## config.mk

```make
export PLATFORM = sky130hd
export DESIGN_NAME = flash_overlay_ctl
export DESIGN_NICKNAME = d
export VERILOG_FILES = /design/src/rtl/fovl_pkg.sv /design/src/rtl/fovl_regs.sv /design/src/rtl/fovl_decode.sv /design/src/rtl/fovl_pe_gate.sv /design/src/rtl/flash_overlay_ctl.sv
export SDC_FILE = /design/constraint.sdc
export NUM_CORES = 1
export LEC_CHECK = 0
export BUFFER_PORTS_ARGS = -buffer_cell sky130_fd_sc_hd__buf_2
export CAP_MARGIN = 20
export CORE_UTILIZATION = 31
export CTS_CLUSTER_SIZE = 40
export DETAILED_ROUTE_END_ITERATION = 8
export PLACE_DENSITY_LB_ADDON = 0.3
export SYNTH_ARGS = -nofsm -noshare
export SYNTH_HDL_FRONTEND = slang
export SYNTH_SLANG_ARGS = --single-unit
```

## constraint.sdc

```tcl
create_clock -name clk -period 2.1 [get_ports clk]
set_input_delay 0.315 -clock clk [delete_from_list [all_inputs] [get_ports clk]]
set_output_delay 0.315 -clock clk [all_outputs]
set_load 0.02 [all_outputs]
```

## src/rtl/fovl_pkg.sv

```systemverilog
package fovl_pkg;

    localparam int REG_W    = 8;
    localparam int EN_BIT   = 7;
    localparam int AREA_BIT = 4;
    localparam int SEL_LSB  = 0;
    localparam int SEL_W    = 3;

    typedef struct packed {
        logic             en;
        logic             area;
        logic [SEL_W-1:0] sel;
    } ovl_cfg_t;

    typedef enum logic [1:0] {
        TGT_NONE  = 2'd0,
        TGT_FLASH = 2'd1,
        TGT_RAM   = 2'd2
    } tgt_e;

    function automatic logic [REG_W-1:0] pack_cfg(input ovl_cfg_t c);
        logic [REG_W-1:0] w;
        w                    = '0;
        w[EN_BIT]            = c.en;
        w[AREA_BIT]          = c.area;
        w[SEL_LSB +: SEL_W]  = c.sel;
        return w;
    endfunction

    function automatic ovl_cfg_t unpack_cfg(input logic [REG_W-1:0] w);
        ovl_cfg_t c;
        c.en   = w[EN_BIT];
        c.area = w[AREA_BIT];
        c.sel  = w[SEL_LSB +: SEL_W];
        return c;
    endfunction

endpackage

```

## src/rtl/fovl_regs.sv

```systemverilog
module fovl_regs
    import fovl_pkg::*;
(
    input  logic             clk,
    input  logic             rst,
    input  logic             wr,
    input  logic [REG_W-1:0] wdata,
    output ovl_cfg_t         cfg,
    output logic [REG_W-1:0] rdata
);

    always_ff @(posedge clk) begin
        if (rst) begin
            cfg <= '0;
        end else if (wr) begin
            cfg <= unpack_cfg(wdata);
        end
    end

    assign rdata = pack_cfg(cfg);

endmodule

```

## src/rtl/fovl_decode.sv

```systemverilog
module fovl_decode
    import fovl_pkg::*;
#(
    parameter int                ADDR_W   = 32,
    parameter int                FLASH_AW = 18,
    parameter int                BLK_AW   = 12,
    parameter logic [ADDR_W-1:0] WIN_BASE = 32'hFFFF_8000
) (
    input  ovl_cfg_t              cfg,
    input  logic                  valid,
    input  logic [ADDR_W-1:0]     addr,
    output tgt_e                  tgt,
    output logic [FLASH_AW-1:0]   flash_off,
    output logic [BLK_AW-1:0]     ram_off
);

    localparam int SHADOW_AW = BLK_AW + SEL_W;
    localparam int TAG_W     = ADDR_W - BLK_AW;
    localparam logic [TAG_W-1:0] WIN_TAG = WIN_BASE[ADDR_W-1:BLK_AW];

    logic in_window;
    logic in_flash;
    logic in_shadow;
    logic hit_sel;
    logic redirect;

    assign in_window = (addr[ADDR_W-1:BLK_AW] == WIN_TAG);
    assign in_flash  = (addr[ADDR_W-1:FLASH_AW] == '0);
    assign in_shadow = (addr[ADDR_W-1:SHADOW_AW] == '0);
    assign hit_sel   = (addr[SHADOW_AW-1:BLK_AW] == cfg.sel);
    assign redirect  = cfg.en & ~cfg.area & in_shadow & hit_sel;

    always_comb begin
        if (!valid) begin
            tgt = TGT_NONE;
        end else if (in_window || redirect) begin
            tgt = TGT_RAM;
        end else if (in_flash) begin
            tgt = TGT_FLASH;
        end else begin
            tgt = TGT_NONE;
        end
    end

    assign flash_off = addr[FLASH_AW-1:0];
    assign ram_off   = addr[BLK_AW-1:0];

endmodule

```

## src/rtl/fovl_pe_gate.sv

```systemverilog
module fovl_pe_gate #(
    parameter int NREQ = 2
) (
    input  logic            lock,
    input  logic [NREQ-1:0] req,
    output logic [NREQ-1:0] grant
);

    for (genvar i = 0; i < NREQ; i++) begin : g_req
        assign grant[i] = req[i] & ~lock;
    end

endmodule

```

## src/rtl/flash_overlay_ctl.sv

```systemverilog
module flash_overlay_ctl
    import fovl_pkg::*;
#(
    parameter int                ADDR_W   = 32,
    parameter int                FLASH_AW = 18,
    parameter int                BLK_AW   = 12,
    parameter logic [ADDR_W-1:0] WIN_BASE = 32'hFFFF_8000
) (
    input  logic                clk,
    input  logic                rst,
    input  logic                reg_wr,
    input  logic [REG_W-1:0]    reg_wdata,
    output logic [REG_W-1:0]    reg_rdata,
    input  logic                cpu_valid,
    input  logic [ADDR_W-1:0]   cpu_addr,
    output logic                flash_cs,
    output logic [FLASH_AW-1:0] flash_addr,
    output logic                ram_cs,
    output logic [BLK_AW-1:0]   ram_addr,
    input  logic                pgm_req,
    input  logic                ers_req,
    output logic                pgm_mode,
    output logic                ers_mode,
    output logic                protect
);

    ovl_cfg_t   cfg;
    tgt_e       tgt;
    logic [1:0] pe_req;
    logic [1:0] pe_grant;

    fovl_regs u_regs (
        .clk   (clk),
        .rst   (rst),
        .wr    (reg_wr),
        .wdata (reg_wdata),
        .cfg   (cfg),
        .rdata (reg_rdata)
    );

    fovl_decode #(
        .ADDR_W   (ADDR_W),
        .FLASH_AW (FLASH_AW),
        .BLK_AW   (BLK_AW),
        .WIN_BASE (WIN_BASE)
    ) u_decode (
        .cfg       (cfg),
        .valid     (cpu_valid),
        .addr      (cpu_addr),
        .tgt       (tgt),
        .flash_off (flash_addr),
        .ram_off   (ram_addr)
    );

    assign pe_req = {ers_req, pgm_req};

    fovl_pe_gate #(
        .NREQ (2)
    ) u_pe_gate (
        .lock  (cfg.en),
        .req   (pe_req),
        .grant (pe_grant)
    );

    assign flash_cs = (tgt == TGT_FLASH);
    assign ram_cs   = (tgt == TGT_RAM);
    assign pgm_mode = pe_grant[0];
    assign ers_mode = pe_grant[1];
    assign protect  = cfg.en;

endmodule

```

==> qor.yml <==
ant_nets: 0
finClkSkew_ns: 0
diodes: 0
gp_congestion: 0.7062
syn_area_sq_um: 586.8
drtIter0Drc: 3
fillers: 197
seq_area_sq_um: 100.1
synth_top_family_by_area: "buffers and inverters"
ir_drop_mv: 0.2792
avgSynthCellArea_sq_um: 8.039
design_area_sq_um: 623.1
syn_inst: 73
antenna_found_initial: 0
root_buffer: "clkbuf_4"
htreeDepth: 1
wl_um: 1312
top_regs: "u_regs.cfg (5)"
max_freq_mhz: 559.5
met3_usage_pct: 2.381
synth_cell_type_count: 17
core_sq_um: 1745
hold_path_depth: 2
clkSinkCount: 5
busiest_layer: "met2"
drc: 0
grt_max_degree: 7
dpl_cell_area_sq_um: 596.8
die_height_um: 45.51
drt_first_pass_iters: 4
largest_reg_flops: 5
cellLeakagePower_nw: 0.3361
pre_cts_ws_ns: 0.3030
dp_cells: 111
ys.warnings.count: 0
via_per_inst: 4.400
io_buffers: 46
maxCapViolations: 0
initial_core_util_pct: 33.62
die_w_um: 45.51
start_kind: "input port"
hold_violations: 0
multi_input_area_sq_um: 235.2
track_usage_pct: 11.55
routedWlPerCell_um: 11.41
cts_tree: "built"
mostFrequentLayoutCells: "46 x buf_2, 5 x mux2i_1, 5 x nor2_1, 5 x dfxtp_1, 4 x nand4b_1"
use_met2_pct: 19.43
synthXorXnorAreaFrac_pct: 4.478
clock_latency_ns: 0.24
grt.overflow.total: 0
clk_pin_slew_ns: 0.04
r2r.worst_path.cells: 2
period_share_pct: 85.11
grt_pass1_vias: 417
instances_no_fill: 115
grt_pass1_wl_um: 1635
ys_seq_elements: 5
die_area_sq_um: 2071
rows: 15
setup_viol: 0
synth_mux_area_share_pct: 8.529
cts_setup_buffers: 0
drive_gt1_share_pct: 54.44
vias: 506
cts_inserted_buffers: 3
yosysSeqAreaShare_pct: 17.06
final_common_cell: "buf_2"
synth_compound_area_share_pct: 1.066
layout.nets: 137
powerDensity_nw_per_um2: 503.8
cts_resized: 0
top_register: "u_regs.cfg"
end_kind: "output pin"
critPathKind: "input port to output pin"
required_ns: 1.78
tns_ns: 0
hold_class: "input port to register"
status: "finished, final reports clean"
synth-simple-area-share_pct: 24.09
rsz0062_at_grt: "false"
worst_ep_arrival_time_ns: 1.47
io_pins: 89
drv_slew: 0
yosys.area_share.adder_pct: 0
use_met1_pct: 11.93
area_growth_pct: 6.183
fin_crit_ns: 1.787
cp_max_fo: 3
max-clock-path-buffers: 2
hold_buffers: 0
finalWorstSetupSlack_ns: 0.3128
area by class of cell:
class	count	area share, %
Multi-Input combinational cell	35	37.75
Clock buffer	4	4.217
Sequential cell	5	16.06
Tap cell	25	5.020
Timing Repair Buffer	46	36.95
final timing paths:
kind / startpoint / to / slack, ns
min reg2reg: u_regs.cfg[3] / u_regs.cfg[3] / 0.54
max: cpu_addr[12] / ram_cs / 0.31
min: rst / u_regs.cfg[2] / 0.30
max reg2reg: u_regs.cfg[4] / u_regs.cfg[4] / 1.46
routing by layer:
| layer | up-vias | routed length (um) |
|---|---|---|
| met5 | - | 0 |
| met4 | 0 | 8 |
| met2 | 42 | 635 |
| li1 | 248 | - |
| met3 | 4 | 159 |
| met1 | 212 | 509 |
synth_stat cells (all sizes together):
cell type | n | area, sq um
nor2b | 3 | 18.77
or4 | 1 | 7.510
nor4b | 1 | 8.760
nor4 | 2 | 12.51
nand2 | 1 | 3.750
buf | 34 | 255.2
clkbuf | 1 | 3.750
nand4 | 2 | 12.51
conb | 1 | 3.750
nor2 | 5 | 18.77
nor3 | 3 | 15.01
dfxtp | 5 | 100.1
and4 | 1 | 8.760
xor2 | 3 | 26.28
nand4b | 4 | 35.03
o22ai | 1 | 6.260
mux2i | 5 | 50.05
logic make-up (layout without fill, tap and decap cells):
kind of cell           count (synthesis)  count (layout)
buffers and inverters                 35              50
AND/OR/NAND/NOR                       23              23
multiplexers                           5               5
flip-flops                             5               5
XOR/XNOR                               3               3
other                                  1               3
AO/OA/AOI/OAI                          1               1
critical path, stage by stage:
cell and delay, ns:
buf_2 0.12, nand4b_1 0.16, or4_1 0.51, o22ai_1 0.18
buf_2 0.19
power by group:
part / total, mW / leakage (nW) / internal [mW] / switching (mW)
Combinational: 0.0969 / 0.280 / 0.0432 / 0.0537
Clock: 0.110 / 0.0150 / 0.0718 / 0.0385
Sequential: 0.107 / 0.0413 / 0.101 / 0.00559
through the flow:
step	hold WS, ns	power [mW]	utilization [%]
after global placement	0.5227	0.2046	34.19
final	0.2957	0.3139	35.70
after global routing	0.3112	0.3300	35.70
after CTS	0.2848	0.3215	35.70
after floorplan	0.3874	0.2350	-
after detailed placement	0.5253	0.2063	34.19
Note: power is estimated with default switching activity, not from simulation.
